==> src/rtl/regbank_pkg.sv <==
package regbank_pkg;
    parameter int DEF_DATA_W = 32;
    parameter int DEF_ID_W   = 4;
endpackage

==> src/rtl/regbank_store.sv <==
module regbank_store #(
    parameter int DATA_W = 32,
    parameter int ID_W   = 4,
    parameter int NREGS  = 15
) (
    input  logic                    clk,
    input  logic                    rst_n,
    input  logic [ID_W-1:0]         wr_id,
    input  logic [DATA_W-1:0]       wr_data,
    output logic [NREGS*DATA_W-1:0] cells
);
    // One flop word per real register; the all-ones id matches none.
    for (genvar g = 0; g < NREGS; g++) begin : g_cell
        logic              hit;
        logic [DATA_W-1:0] q;

        assign hit = (wr_id == ID_W'(g));

        always_ff @(posedge clk) begin
            if (!rst_n) begin
                q <= '0;
            end else if (hit) begin
                q <= wr_data;
            end
        end

        assign cells[g*DATA_W +: DATA_W] = q;
    end
endmodule

==> src/rtl/regbank_rdport.sv <==
module regbank_rdport #(
    parameter int DATA_W = 32,
    parameter int ID_W   = 4,
    parameter int NREGS  = 15
) (
    input  logic [NREGS*DATA_W-1:0] cells,
    input  logic [ID_W-1:0]         id,
    output logic [DATA_W-1:0]       data
);
    // Combinational select; no match for the null id gives 0.
    always_comb begin
        data = '0;
        for (int i = 0; i < NREGS; i++) begin
            if (id == ID_W'(i)) begin
                data = cells[i*DATA_W +: DATA_W];
            end
        end
    end
endmodule

==> src/rtl/regbank_2r1w.sv <==
module regbank_2r1w
    import regbank_pkg::*;
#(
    parameter int DATA_W = DEF_DATA_W,
    parameter int ID_W   = DEF_ID_W
) (
    input  logic              clk,
    input  logic              rst_n,
    input  logic [ID_W-1:0]   rd_a_id,
    output logic [DATA_W-1:0] rd_a_data,
    input  logic [ID_W-1:0]   rd_b_id,
    output logic [DATA_W-1:0] rd_b_data,
    input  logic [ID_W-1:0]   wr_id,
    input  logic [DATA_W-1:0] wr_data
);
    localparam int NREGS = (1 << ID_W) - 1;

    logic [NREGS*DATA_W-1:0] cells;

    regbank_store #(.DATA_W(DATA_W), .ID_W(ID_W), .NREGS(NREGS)) u_store (
        .clk     (clk),
        .rst_n   (rst_n),
        .wr_id   (wr_id),
        .wr_data (wr_data),
        .cells   (cells)
    );

    // Two independent read ports sharing the storage; no bypass.
    regbank_rdport #(.DATA_W(DATA_W), .ID_W(ID_W), .NREGS(NREGS)) u_rd_a (
        .cells (cells),
        .id    (rd_a_id),
        .data  (rd_a_data)
    );

    regbank_rdport #(.DATA_W(DATA_W), .ID_W(ID_W), .NREGS(NREGS)) u_rd_b (
        .cells (cells),
        .id    (rd_b_id),
        .data  (rd_b_data)
    );
endmodule

==> config.mk <==
export PLATFORM = sky130hd
export DESIGN_NAME = regbank_2r1w
export DESIGN_NICKNAME = d
export VERILOG_FILES = /design/src/rtl/regbank_pkg.sv /design/src/rtl/regbank_store.sv /design/src/rtl/regbank_rdport.sv /design/src/rtl/regbank_2r1w.sv
export SDC_FILE = /design/constraint.sdc
export NUM_CORES = 1
export LEC_CHECK = 0
export ABC_AREA = 1
export BUFFER_PORTS_ARGS = -buffer_cell sky130_fd_sc_hd__buf_2
export CORE_ASPECT_RATIO = 1.75
export CORE_UTILIZATION = 55
export DETAILED_ROUTE_END_ITERATION = 10
export PLACE_DENSITY = 0.72
export SLEW_MARGIN = 10
export SYNTH_ARGS = -nofsm -noshare
export SYNTH_HDL_FRONTEND = slang
export SYNTH_HIERARCHICAL = 1
export SYNTH_SLANG_ARGS = --single-unit
==> constraint.sdc <==
create_clock -name clk -period 2.45 [get_ports clk]
set_input_delay 0.49 -clock clk [delete_from_list [all_inputs] [get_ports clk]]
set_output_delay 0.49 -clock clk [all_outputs]
set_load 0.1 [all_outputs]
Word-level counts from Yosys, hierarchy flattened
Cells that the tools add are included.
{ "totals": {"ff_bits": 480, "latch_bits": 0, "mem_bits_rw": 0, "rom_bits": 0, "inputBits": 46, "out_inout_bits": 64, "wordCells": 90, "memories": 0} }
{ "classes": {"addsub": 0, "n_mul": 0, "div": 0, "order_cmp": 0, "eq_ne": 42, "n_shift": 0, "n_mux": 30, "n_bitwise": 0, "n_reduce_logical": 3} }
{ "op_table": {"columns": ["cell", "n"], "rows": [
  ["$mux W32", 30],
  ["$eq A4 B4 Y1 const B", 21],
  ["$eq A4 B3 Y1 const B", 12],
  ["$eq A4 B2 Y1 const B", 6],
  ["$eq A4 B1 Y1 const B", 3],
  ["$logic_not A4 Y1", 3]
]} }

Logic depth before layout (Yosys ltp)
{ "depth": {"ltp_word": 16, "mapped_depth": 13, "depth_no_buf": 12} }

Modules after synthesis
Netlist, hierarchy kept.
{ "modules_own_cells": {"columns": ["module", "n_inst", "cells_each", "area_each_um2", "seq_area_each_um2"], "rows": [
  ["regbank_store", 1, 2701, 18720.5, 9609.2],
  ["regbank_rdport", 2, 878, 3858.7, 0.0]
]} }

Least setup slack after synthesis
OpenSTA, ideal clock, no wires.
{ "synth_timing": {"path_type": "input to output", "startpoint": "input port rd_a_id[0]", "endpoint": "output port rd_a_data[19]", "arrival_time_ns": 2.351, "required_time_ns": 1.960, "path_slack_ns": -0.391, "stages": 11, "n_path_buf": 1, "cell_sequence": "nand2_1 > nor2_1 > inv_2 > buf_2 > nor2_1 > nor2_1 > nand4_1 > nand2_1 > nand4_1 > nor2_1 > nand4_1"} }
{ "synth_between": {"elab_chain_cells": 16, "word_cells_on_any_way": 30, "classes_between": "eq/ne (14); mux (15); reduce/logical (1)"} }
{ "synth_rtl": {"columns": ["element", "line", "rtl"], "rows": [
  ["start, declared", "regbank_2r1w.sv:9", "input logic [ID_W-1:0] rd_a_id,"],
  ["$logic_not A4 Y1", "regbank_rdport.sv:14", "if (id == ID_W'(i)) begin"],
  ["$mux W32 (14 in a row)", "regbank_rdport.sv:14", null],
  ["$mux W32 *", "regbank_rdport.sv:14", null],
  ["end, declared", "regbank_2r1w.sv:10", "output logic [DATA_W-1:0] rd_a_data,"]
]} }
Every way passes the cells marked *; elsewhere a longest branch is shown, timed or not.

Final worst setup path
{ "layout_timing": {"startpoint": "input port rd_b_id[2]", "endpoint": "output port rd_b_data[20]"} }
{ "layout_between": {"elab_chain_cells": 16, "word_cells_on_any_way": 30, "classes_between": "eq/ne (14); mux (15); reduce/logical (1)"} }
{ "layout_rtl": {"columns": ["element", "line", "rtl"], "rows": [
  ["start, declared", "regbank_2r1w.sv:11", "input logic [ID_W-1:0] rd_b_id,"],
  ["$logic_not A4 Y1", "regbank_rdport.sv:14", null],
  ["$mux W32 (14 in a row)", "regbank_rdport.sv:14", null],
  ["$mux W32 *", "regbank_rdport.sv:14", null],
  ["end, declared", "regbank_2r1w.sv:12", "output logic [DATA_W-1:0] rd_b_data,"]
]} }
Marks and branches as above.

==> results by group <==
Cells and area
  • Non-Filler Instances: 5135
  • Synth-to-layout area growth: 26.35%
  • Layout cell share with drive strength beyond 1: 0.1689
  • Top Registers: u_store/g_cell.q (480)
  • Top reg by flops: u_store/g_cell.q
  • Max reg flops: 480
  • Fin nets: 4559
  • N_diodes: 0

Clock network
  • Clock sink count: 480
  • Clock latency on the worst-skew pair: 580 ps
  • Root Buffer: clkbuf_16
  • Clock Path Buffers: 3
  • CTS tree: done
  • CTS buffer count: 46
  • H-tree lvl count: 2
  • Clock slew at reported path FFs: 60 ps

Yosys
  • Yosys cell types: 19
  • Synth Cell Area: 0.02644 mm2
  • Synthesized flop and latch total: 480
  • Syn_area_per_cell: 5.932 um2
  • Syn nets: 4503
  • Sequential share of the synthesized area: 0.3635
  • Yosys warning count: 6
  • Post-Syn Instances: 4457

STA
  • Slew headroom: 0.4536
  • Crit path time final: 2777 ps
  • Slew Limit Fails: 0
  • Setup TNS: -15510 ps
  • Fmax: 0.3601 GHz
  • RSZ-0062 raised after global routing: true
  • Worst Tran Pin Value: 818.8 ps
  • Worst Skew: 0 ps
  • Final-report hold violation count: 0
  • Final worst path period share: 1.134
  • Final worst setup slack: -327.4 ps
  • Final Setup Violations: 64

Min path
  • Hold WC Path Type: input pin to register
  • Hold Crit Depth: 3
  • Hold_sp: rst_n
  • Hold EP: u_store/g_cell[14].q[4]

Setup path
  • Crit path kind: input pin to output port
  • Critical R2R Launch: u_store/g_cell[6].q[2]
  • Critical Path Source: rd_b_id[2]
  • R2r worst-path depth: 2
  • Critical Path Start Type: input pin
  • Worst EP arrival: 2290 ps
  • CP Max Fanout: 5
  • Worst Path Required: 1960 ps
  • CP endpoint kind: output port
  • RR Endpoint: u_store/g_cell[6].q[2]
  • Reg-to-reg slack, setup: 1710 ps

Detailed routing
  • Detailed Route Iter0 Violations: 3900
  • Vias: 29820
  • Total Wirelength: 97.72 mm
  • Avg WL per Cell: 19.03 um
  • DR DRC count: 0
  • Drt first pass iters: 7
  • DRT antenna net count: 0
  • Drt via density: 5.807

Die
  • IO Pins: 110
  • Core ar.: 0.04716 mm2
  • Die area: 0.04898 mm2
  • FP Rows: 105
  • Initial core utilization: 0.5606
  • DIE HEIGHT: 292.0 um
  • Die Width: 167.7 um

Global route
  • Number of global-route vias before repair: 27230
  • Largest net degree at the start of global routing: 129
  • First-pass GRT wire length: 146.2 mm
  • Initial antenna violation count: 0
  • Total global-route track usage: 0.3730
  • GR Overflow Total: 0

Placed design
  • Port bufs: 109
  • Placer Congestion: 0.8816
  • Placed Instances: 4995
  • Dpl ws: -368.8 ps
  • Dpl hpwl: 56.91 mm

Outcome
  • Status: finished, violations left
  • Failing checks: negative setup slack

Power
  • Peak VDD IR: 0.5476 mV
  • Leak: 13.55 nW
  • Tot Pwr: 19.20 mW
  • PwrDens: 574.8 mW/mm2

Flow run
  • MaxCap Viol Count: 0
[layer usage]
metal  track usage  part of all wire
met1        0.4707              0.38
met2        0.6280              0.47
met5             0                 0
met3       0.04622             0.095
met4        0.1777             0.057
[cells in the mapped netlist, drive strengths merged]
| master | number | share of area |
|---|---|---|
| a21oi | 84 | 0.016 |
| buf | 180 | 0.033 |
| clkbuf | 166 | 0.024 |
| dfxtp | 480 | 0.36 |
| inv | 208 | 0.030 |
| nand2 | 1122 | 0.16 |
| nand3 | 718 | 0.14 |
| nand4 | 184 | 0.044 |
| nor2 | 1221 | 0.17 |
| o21ai | 26 | 0.0049 |
| or2 | 68 | 0.016 |
[placed cells by master, fill, tap and decap left out, types with 9 or more instances in the layout]
| cell type | n |
|---|---|
| or2_4 | 18 |
| dfxtp_2 | 27 |
| buf_6 | 39 |
| buf_4 | 104 |
| o21ai_0 | 14 |
| nor2_4 | 41 |
| dfxtp_1 | 453 |
| nand3_2 | 67 |
| buf_12 | 144 |
| nand3_1 | 651 |
| inv_2 | 11 |
| clkinv_2 | 13 |
| a21oi_1 | 52 |
| clkbuf_16 | 56 |
| or2_2 | 9 |
| clkbuf_1 | 11 |
| buf_2 | 36 |
| inv_1 | 178 |
| nor2_1 | 1103 |
| nand2_2 | 31 |
| or2_0 | 33 |
| buf_16 | 9 |
| inv_4 | 9 |
| a21oi_2 | 29 |
| nand2_1 | 1084 |
| nor2_2 | 77 |
| nand4_1 | 184 |
[layout make-up]
type / count / area (um2)
Timing Repair Buffer: 350 / 4908
Tap cell: 588 / 735.7
Clock inverter: 16 / 158.9
Fill cell: 3928 / 13760
Multi-Input combinational cell: 3423 / 15700
Inverter: 208 / 890.9
Timing Repair inverter: 4 / 37.54
Sequential cell: 480 / 9643
Clock buffer: 66 / 1328
[worst max path at each step]
stage                     to  slack, ps  cells past startpoint
6_report       rd_b_data[20]       -330                     14
3_5_place_dp   rd_b_data[22]       -370                     12
2_1_floorplan  rd_b_data[24]       -330                     11
4_1_cts         rd_b_data[7]       -230                     14
5_1_grt        rd_b_data[19]       -390                     14
3_3_place_gp   rd_b_data[22]       -370                     12
[stage by stage]
stage | hold WS (ps) | util | cell area [um2]
after detailed placement | 481.9 | 0.6281 | 29630
after global routing | 352.2 | 0.7082 | 33400
after floorplan | 461.7 | - | 26850
final | 318.3 | 0.7082 | 33400
after global placement | 471.6 | 0.6281 | 29630
after CTS | 325.0 | 0.6896 | 32520
[what timing repair did]
action,4_1_cts,5_1_grt
endpoints found under the setup margin,64,64
pin swaps,133,126
gates resized for setup,259,165
cloned,15,12
hold buffers,0,0
setup buffers,23,12
[worst max-delay path, stage by stage]
cell and delay (ps):
buf_12 100, inv_12 30, nor2_4 130, inv_4 70
buf_6 120, nor2_4 240, buf_8 210, a21oi_1 100
nand4_1 140, nand2_1 70, nand4_1 100, nand2_1 70
nand4_1 180, buf_12 210
[where the power goes]
| group | switching, mW | internal, mW | total (mW) |
|---|---|---|---|
| clock | 3.24 | 4.08 | 7.32 |
| combinational | 2.40 | 1.18 | 3.58 |
| sequential | 0.216 | 8.08 | 8.30 |
| total | 5.86 | 13.3 | 19.2 |
[kinds of logic after synthesis]
family | count (synthesis) | share of synthesized area
AO/OA/AOI/OAI | 110 | 0.02082
buffers and inverters | 554 | 0.08599
flip-flops | 480 | 0.3635
AND/OR/NAND/NOR | 3313 | 0.5297
(Power assumes the default switching activity.)
